$ cat config.mk
export PLATFORM = sky130hd
export DESIGN_NAME = refresh_sched
export DESIGN_NICKNAME = d
export VERILOG_FILES = /design/src/rtl/refresh_sched_pkg.sv /design/src/rtl/refresh_timer.sv /design/src/rtl/refresh_owe.sv /design/src/rtl/refresh_seq.sv /design/src/rtl/refresh_sched.sv
export SDC_FILE = /design/constraint.sdc
export NUM_CORES = 1
export LEC_CHECK = 0
export BUFFER_PORTS_ARGS = -buffer_cell sky130_fd_sc_hd__buf_4
export CAP_MARGIN = 10
export CELL_PAD_IN_SITES_DETAIL_PLACEMENT = 1
export CELL_PAD_IN_SITES_GLOBAL_PLACEMENT = 1
export CORE_MARGIN = 2
export CORE_UTILIZATION = 42
export DETAILED_ROUTE_END_ITERATION = 10
export PLACE_DENSITY_LB_ADDON = 0.1
export SYNTH_ARGS = -nofsm -noshare
export SYNTH_HDL_FRONTEND = slang
export SYNTH_SLANG_ARGS = --single-unit
export TNS_END_PERCENT = 100
$ cat constraint.sdc
create_clock -name clk_i -period 2 [get_ports clk_i]
set_clock_uncertainty 0.2 [all_clocks]
set_input_delay 0.4 -clock clk_i [delete_from_list [all_inputs] [get_ports clk_i]]
set_output_delay 0.4 -clock clk_i [all_outputs]
set_load 0.005 [all_outputs]
$ cat src/rtl/refresh_sched_pkg.sv
package refresh_sched_pkg;
  typedef enum logic [1:0] {
    ST_IDLE,
    ST_SETUP,
    ST_STROBE
  } seq_state_e;
endpackage

$ cat src/rtl/refresh_timer.sv
module refresh_timer #(
  parameter int INTERVAL = 24
) (
  input  logic clk_i,
  input  logic rst_ni,
  output logic tick_o
);
  localparam int CNT_W = (INTERVAL > 1) ? $clog2(INTERVAL) : 1;

  logic [CNT_W-1:0] cnt_q;

  assign tick_o = (cnt_q == CNT_W'(INTERVAL - 1));

  always_ff @(posedge clk_i or negedge rst_ni) begin
    if (!rst_ni) cnt_q <= '0;
    else if (tick_o) cnt_q <= '0;
    else cnt_q <= cnt_q + 1'b1;
  end
endmodule

$ cat src/rtl/refresh_owe.sv
module refresh_owe (
  input  logic clk_i,
  input  logic rst_ni,
  input  logic tick_i,
  input  logic start_i,
  output logic owe_o,
  output logic late_o
);
  logic owe_q, late_q;

  assign owe_o  = owe_q;
  assign late_o = late_q;

  always_ff @(posedge clk_i or negedge rst_ni) begin
    if (!rst_ni) begin
      owe_q  <= 1'b0;
      late_q <= 1'b0;
    end else begin
      // a new slot wins over the clear; only one refresh is ever owed
      owe_q <= tick_i | (owe_q & ~start_i);
      if (start_i) late_q <= 1'b0;
      else if (tick_i && owe_q) late_q <= 1'b1;
    end
  end
endmodule

$ cat src/rtl/refresh_seq.sv
module refresh_seq
  import refresh_sched_pkg::*;
#(
  parameter int NUM_ROWS = 16,
  parameter int RAS_LOW  = 3,
  localparam int ROW_W   = (NUM_ROWS > 1) ? $clog2(NUM_ROWS) : 1
) (
  input  logic             clk_i,
  input  logic             rst_ni,
  input  logic             owe_i,
  input  logic             grant_i,
  input  logic             busy_i,
  input  logic             cbr_mode_i,
  output logic             start_o,
  output logic             req_o,
  output logic             ras_no,
  output logic             cas_no,
  output logic [ROW_W-1:0] addr_o
);
  localparam int PH_W = (RAS_LOW > 1) ? $clog2(RAS_LOW) : 1;

  seq_state_e       state_q;
  logic             cbr_q;
  logic [PH_W-1:0]  ph_q;
  logic [ROW_W-1:0] row_q;
  logic             active;

  assign active  = (state_q != ST_IDLE);
  assign start_o = owe_i && grant_i && !busy_i && !active;
  assign req_o   = owe_i && !active;
  assign ras_no  = (state_q != ST_STROBE);
  assign cas_no  = !(cbr_q && active);
  assign addr_o  = (active && !cbr_q) ? row_q : '0;

  always_ff @(posedge clk_i or negedge rst_ni) begin
    if (!rst_ni) begin
      state_q <= ST_IDLE;
      cbr_q   <= 1'b0;
      ph_q    <= '0;
      row_q   <= '0;
    end else begin
      unique case (state_q)
        ST_IDLE: begin
          if (start_o) begin
            state_q <= ST_SETUP;
            cbr_q   <= cbr_mode_i;
          end
        end
        ST_SETUP: begin
          state_q <= ST_STROBE;
          ph_q    <= '0;
        end
        ST_STROBE: begin
          if (ph_q == PH_W'(RAS_LOW - 1)) begin
            state_q <= ST_IDLE;
            // in CAS-first mode the memory counts; ours holds
            if (!cbr_q)
              row_q <= (row_q == ROW_W'(NUM_ROWS - 1)) ? '0 : row_q + 1'b1;
          end else begin
            ph_q <= ph_q + 1'b1;
          end
        end
        default: state_q <= ST_IDLE;
      endcase
    end
  end
endmodule

$ cat src/rtl/refresh_sched.sv
module refresh_sched #(
  parameter int NUM_ROWS = 16,
  parameter int INTERVAL = 24,
  parameter int RAS_LOW  = 3,
  localparam int ROW_W   = (NUM_ROWS > 1) ? $clog2(NUM_ROWS) : 1
) (
  input  logic             clk_i,
  input  logic             rst_ni,
  input  logic             cbr_mode_i,
  input  logic             grant_i,
  input  logic             busy_i,
  output logic             req_o,
  output logic             ras_no,
  output logic             cas_no,
  output logic [ROW_W-1:0] addr_o,
  output logic             late_o
);
  logic tick, owe, start;

  refresh_timer #(.INTERVAL(INTERVAL)) u_timer (
    .clk_i  (clk_i),
    .rst_ni (rst_ni),
    .tick_o (tick)
  );

  refresh_owe u_owe (
    .clk_i   (clk_i),
    .rst_ni  (rst_ni),
    .tick_i  (tick),
    .start_i (start),
    .owe_o   (owe),
    .late_o  (late_o)
  );

  refresh_seq #(.NUM_ROWS(NUM_ROWS), .RAS_LOW(RAS_LOW)) u_seq (
    .clk_i      (clk_i),
    .rst_ni     (rst_ni),
    .owe_i      (owe),
    .grant_i    (grant_i),
    .busy_i     (busy_i),
    .cbr_mode_i (cbr_mode_i),
    .start_o    (start),
    .req_o      (req_o),
    .ras_no     (ras_no),
    .cas_no     (cas_no),
    .addr_o     (addr_o)
  );
endmodule

==> impl_metrics.toml, run 1 <==
[run_status]
status = "completed"

[floorplan]
num_rows = 15
dieArea_um2 = 2203
dieWidth_um = 46.94
core_um2 = 1727
start_util_pct = 44.86
io_pins = 13
die_h_um = 46.94

[clocking]
htreeDepth = 1
insertion_delay_ps = 290
cts.sinks = 16
cts_root_buf = "clkbuf_4"
clk_path_buf_depth = 2
clk_pin_slew_worst_paths_ps = 90
cts_buffers = 3
cts_tree = "yes"

[pwr]
p_sw_mw = 0.3576
pwr-share-clk_pct = 19.4
switching_share_pct = 32.41
p_leak_nw = 0.4581
power.share.combinational_pct = 34.6
seqPwrFrac_pct = 46.1
ir_drop_uv = 544.8
powerDensity_nw_per_um2 = 1173
p_int_mw = 0.7458

[logic_synthesis]
synthArstFlopShare_pct = 100.0
mappedNetlistNets = 74
yosys_most_used_dff = "dfrtp_1"
netlist_instances = 66
yosys-top-cells-area = "dfrtp_1 (52%), mux2_4 (5.8%), ha_1 (4.8%)"
syn_area_um2 = 774.5
synth_top_area_share_pct = 51.70
synth_commonest_cells = "dfrtp_1 (16), nand2_1 (4)"
ys_seq_area_share_pct = 51.70
ys_ff_latch = 16
yosysMostFrequentCell = "dfrtp_1"
ys_types = 29
avgSynthCellArea_um2 = 11.73
yosys.area.top_type = "dfrtp_1"
synth_warnings = 0
synth_edf_count = 0

[job]
drv_cap = 0

[place]
port_buffers = 12
gp_congestion = 0.6956
dpl_worst_slack_ps = 368.6

[grt]
grt.overflow.total = 0
use_met3_pct = 5.769
grt_pass1_wl_um = 2477
grt_util_met1_pct = 21.69
grt_busiest_layer = "met2"
grt_pass1_vias = 559
track_usage_pct = 17.06
grt_max_degree = 17
grt.met2_usage_pct = 24.38
antenna_found_initial = 0

[route]
vias = 554
drt_iter0_drc = 4
avgViaCountPerCell = 5.130
ant_nets = 0
drc_errors = 0
wl_per_cell_um = 13.54
routed_wl_um = 1462
dr.pass1.iters = 3

[critical_path]
startpoint_type = "flop"
critical_path_required_ps = 1400
crit_path_end_kind = "output port"
arrival_ps = 1280
crit_fanout = 9
critPathKind = "reg -> out"

[sta]
final_hold_viol_count = 0
tightest_slew_ps = 210.2
finalWorstPathRequiredPeriod_ps = 1878
max_freq_mhz = 532.6
rsz0062_at_grt = "false"
slew_violations = 0
setup_viol = 0
finalWorstSetupSlack_ps = 122.4
tns_ps = 0
hold-worst-slack_ps = 136.2
relSlewSlack_pct = 85.87
fin_crit_sh_pct = 93.88

[cells_and_area]
final_util_pct = 54.49
nets = 92
area_growth_pct = 21.49
drive_gt1_share_pct = 30.12
num_antenna_cells = 0

[worst_hold_path]
min_path_type = "in -> reg"
==> what timing repair did <==
item,CTS,global route
endpoints found under the hold margin,16,0
resized for setup,0,2
buffers inserted,0,1
hold buffers,1,0
endpoints found under the setup margin,0,3
==> per-stage QoR <==
step | total power [mW] | instances | instance area, um^2
6_report | 1.103 | 108 | 940.9
5_1_grt | 1.197 | 108 | 940.9
4_1_cts | 1.113 | 107 | 930.9
3_5_place_dp | 0.8900 | 102 | 884.6
3_3_place_gp | 0.8693 | 102 | 884.6
2_1_floorplan | 0.7438 | 66 | 774.5
==> placed cells by master, fill, tap and decap left out, types with 2 or more instances in the layout <==
cell type	n
dfrtp_1	14
buf_4	13
nand2_1	4
inv_1	3
a21o_1	3
nor2_1	3
and2_1	3
nor3_1	3
mux2_4	3
ha_1	3
clkbuf_4	3
o21bai_1	2
o21ai_0	2
nand2b_1	2
a31oi_1	2
a22o_1	2
dfrtp_2	2
==> sequential cells by signal, indices dropped and copies added (netlist names) <==
register	count
u_seq.row_q	4
u_seq.ph_q	2
u_timer.cnt_q	5
u_owe.owe_o	1
u_owe.late_o	1
u_seq.state_q	2
u_seq.cbr_q	1
==> path summary, 6_finish.rpt <==
path	start	endpoint	slack (ps)	cells after the start
max	u_seq.state_q[1]	addr_o[2]	120	4
min	cbr_mode_i	u_seq.cbr_q	140	2
max reg2reg	u_seq.ph_q[0]	u_seq.row_q[0]	370	4
min reg2reg	u_timer.cnt_q[0]	u_timer.cnt_q[0]	270	1
max in group asynchronous	rst_ni	u_seq.state_q[0]	1110	2
min in group asynchronous	rst_ni	u_seq.ph_q[0]	290	2
==> cells by family after synthesis <==
family	Yosys count	share of synthesized area (%)
adder cells (fa/ha/maj)	3	4.847
AND/OR/NAND/NOR	23	18.58
multiplexers	4	7.108
XOR/XNOR	2	2.262
AO/OA/AOI/OAI	14	12.60
buffers and inverters	4	2.908
flip-flops	16	51.70
==> final cells by class <==
class	instances	area, um^2
tap	25	31.28
inverter	3	11.26
fill	201	785.8
multi-input combinational	46	351.6
clock buffer	4	36.28
sequential	16	402.9
timing repair buffer	14	107.6
==> power by group through the flow <==
| stage | registers (mW) | logic [mW] | clock network (mW) |
|---|---|---|---|
| 4_1_cts | 0.512 | 0.376 | 0.226 |
| 2_1_floorplan | 0.482 | 0.261 | 0 |
| 5_1_grt | 0.526 | 0.428 | 0.243 |
| 6_report | 0.508 | 0.381 | 0.214 |
| 3_3_place_gp | 0.514 | 0.355 | 0 |
| 3_5_place_dp | 0.517 | 0.373 | 0 |
==> routing by layer <==
metal  part of all wire (%)  wire length (um)  up-vias
met2                     45               657       11
li1                       -                 -      271
met5                      0                 0        -
met4                    2.9                42        0
met3                    4.7                68        4
met1                     47               694      268
==> worst max-delay path, stage by stage, from the launching register on <==
cell	delay, ps
dfrtp_2	480
nor2_2	150
nor2_1	70
and2_1	160
buf_4	130
Note: power is estimated with default switching activity, not from simulation.
==> run 2, diff against run 1 <==
- ABC_AREA: not set -> 1
- CORE_UTILIZATION: 42 -> 39
- REMOVE_ABC_BUFFERS: not set -> 1
==> impl_metrics.toml, run 2 <==
[clocking]
cts_root_buf = "clkbuf_4"
cts_buffers = 3
clk_path_buf_depth = 2
cts_tree = "yes"
cts_setup_buffers = 0
insertion_delay_ps = 300
htreeDepth = 1
cts.sinks = 16
clk_pin_slew_worst_paths_ps = 90

[cells_and_area]
seq_area_um2 = 401.6
nets = 117
largest_reg_flops = 5
drive_gt1_share_pct = 25.00
num_antenna_cells = 0
final_cell_mix = "nand2_1 (19), dfrtp_1 (15), inv_1 (13)"
top_regs = "u_timer.cnt_q: 5 flops, u_seq.row_q: 4 flops"
final_common_cell = "nand2_1"
largest-register = "u_timer.cnt_q"
final_util_pct = 49.74
multi_input_area_um2 = 341.6
area_growth_pct = 21.96
fillers = 246

[logic_synthesis]
synth_warnings = 0
ys_types = 21
synthArstFlopShare_pct = 100.0
synth_edf_count = 0
avgSynthCellArea_um2 = 8.703
syn_area_um2 = 792.0
synth_top_area_share_pct = 50.55
yosys.area.top_type = "dfrtp_1"
yosys-top-cells-area = "dfrtp_1 (51%), nand2_1 (9.5%), nand3_1 (7.0%)"
synth_commonest_cells = "nand2_1 (20), dfrtp_1 (16), inv_1 (13), nand3_1 (11), nor2_1 (9)"
ys_ff_latch = 16
netlist_instances = 91
yosys_most_used_dff = "dfrtp_1"
yosysMostFrequentCell = "nand2_1"
ys_seq_area_share_pct = 50.55

[grt]
grt.overflow.total = 0
grt_util_met1_pct = 19.13
grt_max_degree = 17
grt_pass1_wl_um = 2898
grt_busiest_layer = "met2"
use_met3_pct = 3.988
grt.met2_usage_pct = 26.35
track_usage_pct = 16.22
antenna_found_initial = 0
grt_pass1_vias = 686

[critical_path]
critPathKind = "reg -> out"
crit_path_end_kind = "output port"
slowest_delay_ps = 440
startpoint = "u_seq.state_q[0]"
crit_chain = "nor2_2, inv_2, nand2_2, nor2_1, buf_4"
critical_path_required_ps = 1400
r2r-start = "u_seq.ph_q[0]"
arrival_ps = 1280
r2r_end = "u_seq.row_q[3]"
reg2regPathDepth = 7
startpoint_type = "flop"
crit_fanout = 4
reg2reg_slack_ps = 640
cp_slowest_cell = "dfrtp_2"

[floorplan]
num_rows = 16
start_util_pct = 40.79
dieWidth_um = 49.07
core_um2 = 1942
die_h_um = 49.07
dieArea_um2 = 2407
io_pins = 13

[route]
drc_errors = 0
drt_iter0_drc = 4
avgViaCountPerCell = 4.741
dr.pass1.iters = 4
vias = 640
ant_nets = 0
wl_per_cell_um = 12.27
routed_wl_um = 1656

[run_status]
status = "completed"

[worst_hold_path]
hold_end = "u_seq.cbr_q"
min_from = "cbr_mode_i"
hold_depth = 3
min_path_type = "in -> reg"

[sta]
finalWorstPathRequiredPeriod_ps = 1880
tns_ps = 0
final_hold_viol_count = 0
fin_crit_sh_pct = 94.02
setup_viol = 0
relSlewSlack_pct = 82.86
slew_violations = 0
tightest_slew_ps = 255.7
rsz0062_at_grt = "false"
max_freq_mhz = 531.8

[job]
drv_cap = 0

[place]
gp_congestion = 0.7391
port_buffers = 12
dp_hpwl_um = 1284

[pwr]
powerDensity_nw_per_um2 = 1006
p_leak_nw = 0.4788
ir_drop_uv = 567.9
[run 2: worst max-delay path by stage]
| stage | to | slack (ps) |
|---|---|---|
| after detailed placement | addr_o[1] | 380 |
| after CTS | addr_o[1] | 50 |
| final | addr_o[1] | 120 |
| after global placement | addr_o[1] | 440 |
| after floorplan | addr_o[0] | 620 |
| after global routing | addr_o[1] | 20 |
[run 2: timing repair]
action                                  4_1_cts  5_1_grt
endpoints found under the setup margin        0        4
resized for setup                             0        2
hold endpoints to repair                     16        0
hold buffers                                  1        0
[run 2: logic make-up after synthesis]
logic type | after synthesis | share of synthesized area, %
AO/OA/AOI/OAI | 8 | 5.845
AND/OR/NAND/NOR | 49 | 31.12
flip-flops | 16 | 50.55
adder cells (fa/ha/maj) | 3 | 4.740
XOR/XNOR | 1 | 1.106
buffers and inverters | 14 | 6.635
[run 2: final cells by class]
cell class              instances  share of cell area (%)
clock buffers                   4                   3.756
inverters                      14                   5.440
multi-input cells              61                   35.36
flip-flops and latches         16                   41.58
well taps                      27                   3.497
repair buffers                 13                   10.36
[run 2: where the power goes]
| group | switching (mW) | total, mW | internal (mW) |
|---|---|---|---|
| Clock | 0.107 | 0.218 | 0.111 |
| Sequential | 0.0635 | 0.453 | 0.390 |
| Combinational | 0.177 | 0.300 | 0.123 |
[run 2: critical path, delay by kind of cell (launching register included)]
| family | cells | cell delay [ps] |
|---|---|---|
| DFF | 1 | 440 |
| and+or+nand+nor | 3 | 310 |
| buffers and inverters | 2 | 230 |
[run 2: metal layers]
layer | wire (um) | vias up
li1 | - | 321
met1 | 747 | 304
met2 | 811 | 11
met3 | 57 | 4
met4 | 40 | 0
met5 | 0 | -
[run 2: per-stage QoR]
stage               worst slack (ps)  power [mW]  hold WS, ps  cell area, um^2  std cells
floorplan                      623.8      0.6349       -95.59            792.0         91
global placement               435.7      0.7395        71.63            915.9        130
detailed placement             384.2      0.7561        71.78            915.9        130
CTS                            51.20      0.9805        101.0            962.2        135
global route                   23.03       1.046        118.6            965.9        135
finish                         119.5      0.9713        106.5            965.9        135
==> run 3, diff against run 2 <==
- ABC_AREA: 1 -> not set
- CORE_UTILIZATION: 39 -> 42
==> impl_metrics.toml, run 3 (synthesis results as in run 1) <==
[run_status]
status = "completed"

[pwr]
power_mw = 1.082
p_int_mw = 0.7363
powerDensity_nw_per_um2 = 1161
seqPwrFrac_pct = 47.4
p_sw_mw = 0.3460
switching_share_pct = 31.97
ir_drop_uv = 550.7
p_leak_nw = 0.4544
power.share.combinational_pct = 33.4
pwr-share-clk_pct = 19.2

[sta]
tns_ps = 0
finalWorstPathRequiredPeriod_ps = 1889
tightest_slew_ps = 277.5
slew_violations = 0
max_freq_mhz = 529.3
relSlewSlack_pct = 81.50
hold-worst-slack_ps = 155.4
fin_crit_sh_pct = 94.46
rsz0062_at_grt = "false"
finalWorstSetupSlack_ps = 110.8
final_hold_viol_count = 0
setup_viol = 0

[critical_path]
critical_path_required_ps = 1400
crit_chain = "nor2_2, nor2_1, and2_1, buf_4"
slowest_delay_ps = 490
crit_fanout = 11
startpoint_type = "flop"
r2r_end = "u_seq.row_q[1]"
startpoint = "u_seq.state_q[0]"
r2r-start = "u_seq.ph_q[0]"
critPathKind = "reg -> out"
reg2reg_slack_ps = 390
crit_path_end_kind = "output port"
cp_slowest_cell = "dfrtp_2"
arrival_ps = 1290
critPathCapture = "addr_o[1]"
reg2regPathDepth = 4

[cells_and_area]
largest_reg_flops = 5
area_growth_pct = 20.36
top_regs = "u_timer.cnt_q: 5 flops, u_seq.row_q: 4 flops"
postLayoutCellArea_um2 = 932.1
largest-register = "u_timer.cnt_q"
final_common_cell = "dfrtp_1"
final_util_pct = 53.99
drive_gt1_share_pct = 28.05
nets = 91
finalNonFillerCells = 107
num_antenna_cells = 0
final_cell_mix = "dfrtp_1 (15), buf_4 (12), nand2_1 (4)"

[grt]
track_usage_pct = 15.16
antenna_found_initial = 0
grt_max_degree = 17
grt_pass1_vias = 498
grt_pass1_wl_um = 2201
grt.overflow.total = 0

[floorplan]
io_pins = 13
num_rows = 15
die_h_um = 46.94
dieWidth_um = 46.94
dieArea_um2 = 2203
core_um2 = 1727
start_util_pct = 44.86

[route]
drc_errors = 0
routed_wl_um = 1389
avgViaCountPerCell = 5.009
vias = 536
drt_iter0_drc = 2
ant_nets = 0
wl_per_cell_um = 12.98
dr.pass1.iters = 4

[clocking]
cts.sinks = 16
clk_pin_slew_worst_paths_ps = 90
cts_tree = "yes"
cts_root_buf = "clkbuf_4"
insertion_delay_ps = 280
htreeDepth = 1
cts_buffers = 3
clk_path_buf_depth = 2
cts_setup_buffers = 0

[place]
dpl_worst_slack_ps = 375.5
gp_congestion = 0.6719
dpl.cell_count = 102
place_area_um2 = 884.6
port_buffers = 12
dp_hpwl_um = 1080

[worst_hold_path]
min_path_type = "in -> reg"
hold_depth = 2

[job]
drv_cap = 0
## run 3: cell count changes in the layout (fill, tap and decap cells not counted), sizes merged, moves of 4 or more
cell / before / now
inv: 14 / 3
nand2: 21 / 4
nand3: 12 / 1
nor2: 13 / 4
o21ai: 6 / 2
## run 3: layer usage
metal  wire length, um  GRT usage [%]  vias up
met5                 0              0        -
met4                17          10.00        0
met3                48          2.692        2
met2               591          21.37       10
met1               732          21.32      256
li1                  -              -      268
## run 3: repair_timing
action / in CTS / in global routing
hold endpoints to repair: 16 / 0
resized for setup: 0 / 1
setup endpoints to repair: 0 / 3
hold buffers: 1 / 0
## run 3: layout make-up
type / count / area [um^2]
multi-input combinational: 46 / 351.6
clock buffer: 4 / 36.28
sequential: 16 / 401.6
inverter: 3 / 11.26
fill: 201 / 794.5
tap: 25 / 31.28
timing repair buffer: 13 / 100.1
## run 3: critical path: cells and delay by family, from the launching register on
family | cells | cell delay (ps)
and+or+nand+nor | 3 | 400
DFF | 1 | 490
buffers and inverters | 1 | 130
## run 3: how the worst min path moves through the flow
| stage | from | end |
|---|---|---|
| finish | cbr_mode_i | u_seq.cbr_q |
| global route | cbr_mode_i | u_seq.cbr_q |
| CTS | cbr_mode_i | u_seq.cbr_q |
| detailed placement | rst_ni | u_seq.ph_q[1] |
| global placement | rst_ni | u_seq.ph_q[1] |
| floorplan | rst_ni | u_owe.late_o |
## run 3: power groups by stage
| stage | sequential [mW] | combinational (mW) | clock [mW] |
|---|---|---|---|
| after floorplan | 0.487 | 0.249 | 0 |
| after global placement | 0.514 | 0.354 | 0 |
| after detailed placement | 0.520 | 0.364 | 0 |
| after CTS | 0.514 | 0.368 | 0.216 |
| after global routing | 0.534 | 0.406 | 0.229 |
| final | 0.513 | 0.361 | 0.208 |
